**config.mk**
```make
export PLATFORM = sky130hd
export DESIGN_NAME = bit_serial_adder
export DESIGN_NICKNAME = d
export VERILOG_FILES = /design/src/rtl/bsa_pkg.sv /design/src/rtl/bsa_full_adder.sv /design/src/rtl/bsa_ctrl.sv /design/src/rtl/bsa_dpath.sv /design/src/rtl/bit_serial_adder.sv
export SDC_FILE = /design/constraint.sdc
export NUM_CORES = 1
export LEC_CHECK = 0
export BUFFER_PORTS_ARGS = -buffer_cell sky130_fd_sc_hd__buf_2
export CORE_MARGIN = 5
export CORE_UTILIZATION = 41
export CTS_BUF_LIST = sky130_fd_sc_hd__clkbuf_16
export DETAILED_ROUTE_END_ITERATION = 7
export PLACE_DENSITY = 0.72
export SYNTH_ARGS = -nofsm -noshare
export SYNTH_HDL_FRONTEND = slang
export SYNTH_SLANG_ARGS = --single-unit
export TNS_END_PERCENT = 30
```
**constraint.sdc**
```tcl
create_clock -name clk -period 1.1 [get_ports clk]
set_input_delay 0.165 -clock clk [delete_from_list [all_inputs] [get_ports clk]]
set_output_delay 0.165 -clock clk [all_outputs]
set_load 0.05 [all_outputs]
```
**src/rtl/bsa_pkg.sv**
```systemverilog
package bsa_pkg;
  // Strobes issued by the sequencer to the datapath each cycle.
  typedef struct packed {
    logic load;   // parallel load of both operands, carry cleared
    logic shift;  // one bit step through the full adder
  } strobe_t;
endpackage

```
**src/rtl/bsa_full_adder.sv**
```systemverilog
module bsa_full_adder (
  input  logic a,
  input  logic b,
  input  logic cin,
  output logic s,
  output logic cout
);
  always_comb begin
    s    = a ^ b ^ cin;
    cout = (a & b) | (a & cin) | (b & cin);
  end
endmodule

```
**src/rtl/bsa_ctrl.sv**
```systemverilog
module bsa_ctrl
  import bsa_pkg::*;
#(
  parameter int W = 8
) (
  input  logic    clk,
  input  logic    clear,
  input  logic    start,
  input  logic    shiftEn,
  output strobe_t strb,
  output logic    busy,
  output logic    done
);
  localparam int CW = (W > 1) ? $clog2(W) : 1;
  localparam logic [CW-1:0] LAST = CW'(W - 1);

  logic [CW-1:0] bitCnt;

  always_comb begin
    strb.load  = start & ~busy;
    strb.shift = busy & shiftEn;
  end

  always_ff @(posedge clk) begin
    if (clear) begin
      busy   <= 1'b0;
      done   <= 1'b0;
      bitCnt <= '0;
    end else begin
      done <= 1'b0;
      if (strb.load) begin
        busy   <= 1'b1;
        bitCnt <= '0;
      end else if (strb.shift) begin
        bitCnt <= bitCnt + 1'b1;
        if (bitCnt == LAST) begin
          busy <= 1'b0;
          done <= 1'b1;
        end
      end
    end
  end

  // completion pulse lasts a single cycle
  a_r6_done_single: assert property (@(posedge clk) disable iff (clear)
    done |=> !done);

  // busy only drops together with the completion pulse
  a_r6_busy_fall_done: assert property (@(posedge clk) disable iff (clear)
    $fell(busy) |-> done);

  // a stalled cycle leaves the bit count alone
  a_r5_count_hold: assert property (@(posedge clk) disable iff (clear)
    (busy && !shiftEn && !start) |=> $stable(bitCnt) && busy);

  // a start while busy does not restart the count
  a_r8_start_busy: assert property (@(posedge clk) disable iff (clear)
    (busy && start && !shiftEn) |=> busy && $stable(bitCnt));
endmodule

```
**src/rtl/bsa_dpath.sv**
```systemverilog
module bsa_dpath
  import bsa_pkg::*;
#(
  parameter int W = 8
) (
  input  logic         clk,
  input  logic         clear,
  input  strobe_t      strb,
  input  logic [W-1:0] opA,
  input  logic [W-1:0] opB,
  input  logic         serIn,
  output logic [W-1:0] regA,
  output logic [W-1:0] regB,
  output logic         carry
);
  logic sumBit;
  logic carryNext;

  bsa_full_adder u_fa (
    .a    (regA[0]),
    .b    (regB[0]),
    .cin  (carry),
    .s    (sumBit),
    .cout (carryNext)
  );

  always_ff @(posedge clk) begin
    if (clear) begin
      regA  <= '0;
      regB  <= '0;
      carry <= 1'b0;
    end else if (strb.load) begin
      regA  <= opA;
      regB  <= opB;
      carry <= 1'b0;
    end else if (strb.shift) begin
      regA  <= {sumBit, regA[W-1:1]};
      regB  <= {serIn, regB[W-1:1]};
      carry <= carryNext;
    end
  end

  // parallel load captures the augend
  a_r2_load_aug: assert property (@(posedge clk) disable iff (clear)
    strb.load |=> regA == $past(opA));

  // carry starts every addition at zero
  a_r3_carry_zero: assert property (@(posedge clk) disable iff (clear)
    strb.load |=> carry == 1'b0);

  // no strobe, no change in any register
  a_r5_idle_hold: assert property (@(posedge clk) disable iff (clear)
    (!strb.load && !strb.shift) |=> $stable(regA) && $stable(regB) && $stable(carry));

  // serial line enters the top of the addend register
  a_r7_serial_top: assert property (@(posedge clk) disable iff (clear)
    (strb.shift && !strb.load) |=> regB[W-1] == $past(serIn));
endmodule

```
**src/rtl/bit_serial_adder.sv**
```systemverilog
module bit_serial_adder
  import bsa_pkg::*;
#(
  parameter int W = 8
) (
  input  logic         clk,
  input  logic         clear,
  input  logic         start,
  input  logic         shiftEn,
  input  logic         serIn,
  input  logic [W-1:0] opA,
  input  logic [W-1:0] opB,
  output logic         busy,
  output logic         done,
  output logic [W-1:0] sum,
  output logic [W-1:0] addend,
  output logic         carryOut
);
  strobe_t strb;

  bsa_ctrl #(.W(W)) u_ctrl (
    .clk     (clk),
    .clear   (clear),
    .start   (start),
    .shiftEn (shiftEn),
    .strb    (strb),
    .busy    (busy),
    .done    (done)
  );

  bsa_dpath #(.W(W)) u_dpath (
    .clk   (clk),
    .clear (clear),
    .strb  (strb),
    .opA   (opA),
    .opB   (opB),
    .serIn (serIn),
    .regA  (sum),
    .regB  (addend),
    .carry (carryOut)
  );
endmodule

```
==> results.sh <==
export IMPL_routedWlPerCell_um=14.42
export IMPL_top_cell_family_by_delay_on_the_critical_path="adder cells"
export IMPL_period_minus_slack_ns=1.170
export IMPL_slew_worst_pin_ns=0.4610
export IMPL_vdd_ir_drop_worst_v=0.001036
export IMPL_timing_critical_path_buf_inv=0
export IMPL_cts_inserted_buffers=3
export IMPL_fp_dieArea_sq_um=3643
export IMPL_min_to="u_dpath.regA[7]$_SDFFE_PP0P_"
export IMPL_final_setup_worst_slack_ns=-0.07004
export IMPL_power_switching_fraction_pct=30.29
export IMPL_worst_clock_skew_ns=0.001805
export IMPL_seq_area_frac_synth_pct=42.36
export IMPL_finalWirelength_um=2667
export IMPL_worst_ep_required_time_ns=1.27
export IMPL_pre_cts_ws_ns=-0.1152
export IMPL_synth_avg_cell_area_sq_um=9.283
export IMPL_drt_iter0_drc=48
export IMPL_insertion_delay_ns=0.25
export IMPL_numClockSinks=22
export IMPL_most_common_library_cell_in_the_layout_ignoring_fill_and_taps="sky130_fd_sc_hd__buf_2"
export IMPL_global_route_usage_met3_pct=4.468
export IMPL_die_x_um=60.36
export IMPL_synth_warnings=0
export IMPL_yosys_cell_types_count=26
export IMPL_combPwrFrac_pct=23.0
export IMPL_slew_violations=0
export IMPL_grt_setup_unrepaired="true"
export IMPL_worst_path_max_fanout=2
export IMPL_cts_root_buffer_cell="sky130_fd_sc_hd__clkbuf_16"
export IMPL_layout_area_overhead_vs_synth_pct=37.18
export IMPL_h_tree_depth=1
export IMPL_grt_start_max_net_pins=28
export IMPL_cell_chain_of_the_critical_path="fa_1 > nor2_1 > a311oi_1"
export IMPL_regToRegSetupSlack_ns=-0.07
export IMPL_io_buffers=39
export IMPL_final_instance_count_excl_fill=185
export IMPL_nets=180
export IMPL_finalPower_mw=2.161
export IMPL_timing_hold_worst_path_depth=3
export IMPL_slowest_stage="sky130_fd_sc_hd__fa_1"
export IMPL_mostFrequentLayoutCells="sky130_fd_sc_hd__buf_2, sky130_fd_sc_hd__nand2_1, sky130_fd_sc_hd__dfxtp_1"
export IMPL_synth_seq_cells=22
export IMPL_leakagePower_nw=0.6346
export IMPL_minimum_hold_slack_ns=0.1828
export IMPL_number_of_standard_cells_after_synthesis=112
export IMPL_tns_ns=-0.1226
export IMPL_cts_tree="built"
export IMPL_clock_power_share_pct=35.7
export IMPL_grt_use_met1_pct=17.97
export IMPL_postSynth_asyncResetShare_pct=0
export IMPL_worstRegToRegCells=3
export IMPL_final_core_density_pct=58.10
export IMPL_max_freq_mhz=854.7
export IMPL_core_box_area_sq_um=2455
export IMPL_ys_top_cells_by_area="sky130_fd_sc_hd__dfxtp_1, sky130_fd_sc_hd__a311oi_1, sky130_fd_sc_hd__nand2_1"
export IMPL_synth_main_ff_cell="sky130_fd_sc_hd__dfxtp_1"
export IMPL_grt_remaining_overflow=0
export IMPL_sequential_power_share_pct=41.3
export IMPL_drive_above_1_share_pct=45.81
export IMPL_slew_limit_headroom_pct=69.26
export IMPL_multi_input_gate_area_sq_um=536.8
export IMPL_timing_final_setup_violations=3
export IMPL_postCtsHoldBufs=0
export IMPL_detailedPlacementHpwl_um=1751
export IMPL_floorplan_initialDensity_pct=42.35
export IMPL_worst_r2r_startpoint="u_dpath.regB[0]$_SDFFE_PP0P_"
export IMPL_power_net_switching_mw=0.6545
export IMPL_worst_ep_arrival_time_ns=1.34
export IMPL_core_rowCount=18
export IMPL_synth_top_cell_by_area="sky130_fd_sc_hd__dfxtp_1"
export IMPL_post_place_cell_area_sq_um=1247
export IMPL_num_fill_cells=229
export IMPL_maxCapViolations=0
export IMPL_floorplan_die_height_um=60.36
export IMPL_grt_usage_pct=13.82
export IMPL_antenna_found_initial=0
export IMPL_drtPass1Iterations=4
export IMPL_seq_area_sq_um=450.4
export IMPL_grt_pass1_vias=802
export IMPL_antenna_left=0
export IMPL_path_clk_slew_ns=0.06
export IMPL_boundaryPins=40
export IMPL_vias_per_cell=5.243
export IMPL_internal_power_mw=1.507
export IMPL_hp_class="primary input to flop"
export IMPL_critical_path_max_stage_delay_ns=0.53
export IMPL_min_delay_start="opA[7]"
export IMPL_antenna_cells=0
export IMPL_fin_crit_sh_pct=106.4
export IMPL_violations="setup timing"
export IMPL_layout_cell_area_non_filler_sq_um=1426
export IMPL_mappedNetlistNets=136
export IMPL_ctsLongestPathBuffers=2
export IMPL_synthesis_area_sq_um=1040
export IMPL_startpoint_type="flop"
export IMPL_final_hold_violation_count=0
export IMPL_globalplace_congestion=0.7175
export IMPL_via_count=970
export IMPL_grt_use_met2_pct=21.60
export IMPL_synth_top_area_share_pct=42.36
export IMPL_worst_setup_path_type="flop to flop"
export IMPL_power_per_cell_area_nw_per_um2=1515
export IMPL_post_route_drc_count=0
export IMPL_numPlacedInstances=177
export IMPL_r2r_endpoint="u_dpath.regA[7]$_SDFFE_PP0P_"
export IMPL_timing_critical_path_to_type="flop"
export IMPL_grt_first_pass_wirelength_um=3726
export IMPL_gr_max_usage_layer="met2"
export IMPL_status="finished with violations"
export IMPL_synth_edf_count=0
-- sequential cells by signal (all words and copies together) (netlist names) --
signal / count
u_dpath.carry: 1
u_ctrl.bitCnt: 3
u_dpath.regB: 8
u_dpath.regA: 8
u_ctrl.busy: 1
u_ctrl.done: 1
-- synth_stat cells, types with 3 or more instances --
library cell               instances
sky130_fd_sc_hd__dfxtp_1          22
sky130_fd_sc_hd__mux2i_1           3
sky130_fd_sc_hd__nand2_1          24
sky130_fd_sc_hd__nor3_2            4
sky130_fd_sc_hd__a21oi_1           3
sky130_fd_sc_hd__buf_4             3
sky130_fd_sc_hd__nand3_1           3
sky130_fd_sc_hd__nand2_2           3
sky130_fd_sc_hd__a22oi_1           3
sky130_fd_sc_hd__nor2_1           14
sky130_fd_sc_hd__a311oi_1         11
-- how the worst max path moves through the flow --
stage | slack, ns | cells after the start | start | end
after floorplan | -0.12 | 5 | u_ctrl.busy$_SDFFE_PP0P_ | u_ctrl.bitCnt[1]$_SDFFE_PP0P_
after global placement | -0.09 | 3 | u_dpath.regB[0]$_SDFFE_PP0P_ | u_dpath.regA[7]$_SDFFE_PP0P_
after global routing | -0.11 | 3 | u_dpath.regB[0]$_SDFFE_PP0P_ | u_dpath.regA[7]$_SDFFE_PP0P_
final | -0.07 | 3 | u_dpath.regB[0]$_SDFFE_PP0P_ | u_dpath.regA[7]$_SDFFE_PP0P_
after CTS | -0.09 | 3 | u_dpath.regB[0]$_SDFFE_PP0P_ | u_dpath.regA[7]$_SDFFE_PP0P_
after detailed placement | -0.12 | 3 | u_dpath.regB[0]$_SDFFE_PP0P_ | u_dpath.regA[7]$_SDFFE_PP0P_
-- power by group through the flow --
| stage | sequential, mW | combinational (mW) | clock, mW |
|---|---|---|---|
| floorplan | 1.06 | 0.189 | 0 |
| global placement | 0.903 | 0.444 | 0 |
| detailed placement | 0.908 | 0.449 | 0 |
| CTS | 0.891 | 0.460 | 0.777 |
| global route | 0.901 | 0.529 | 0.813 |
| finish | 0.893 | 0.497 | 0.771 |
-- layout make-up --
| type | instances | area share, % |
|---|---|---|
| well taps | 30 | 2.632 |
| repair buffers | 49 | 22.63 |
| multi-input cells | 80 | 37.63 |
| flip-flops and latches | 22 | 31.58 |
| clock inverters | 1 | 0.2632 |
| clock buffers | 3 | 5.263 |
-- what timing repair did --
action                     CTS  global route
buffers inserted             0             2
pin swaps                    2             7
setup endpoints to repair   13            24
resized for setup            6            12
gates cloned                 0             2
-- routing by layer --
metal,vias up,wire (um)
li1,480,-
met1,444,1152
met2,42,1244
met3,4,241
met4,0,29
met5,-,0
-- worst register-to-register path: stages, from the launching register on --
cell	delay [ns]
sky130_fd_sc_hd__dfxtp_2	0.33
sky130_fd_sc_hd__fa_1	0.53
sky130_fd_sc_hd__nor2_1	0.04
sky130_fd_sc_hd__a311oi_1	0.18
-- kinds of logic after synthesis --
kind of cell               after synthesis  share of synthesized area (%)
and+or+nand+nor                         52                          23.71
DFF                                     22                          42.36
AOI/OAI and AO/OA                       20                          16.49
buffers and inverters                   11                          9.385
muxes                                    3                          2.888
adders and majority gates                3                          4.332
xor gates and xnor gates                 1                         0.8425
Note: power is estimated with default switching activity, not from simulation.
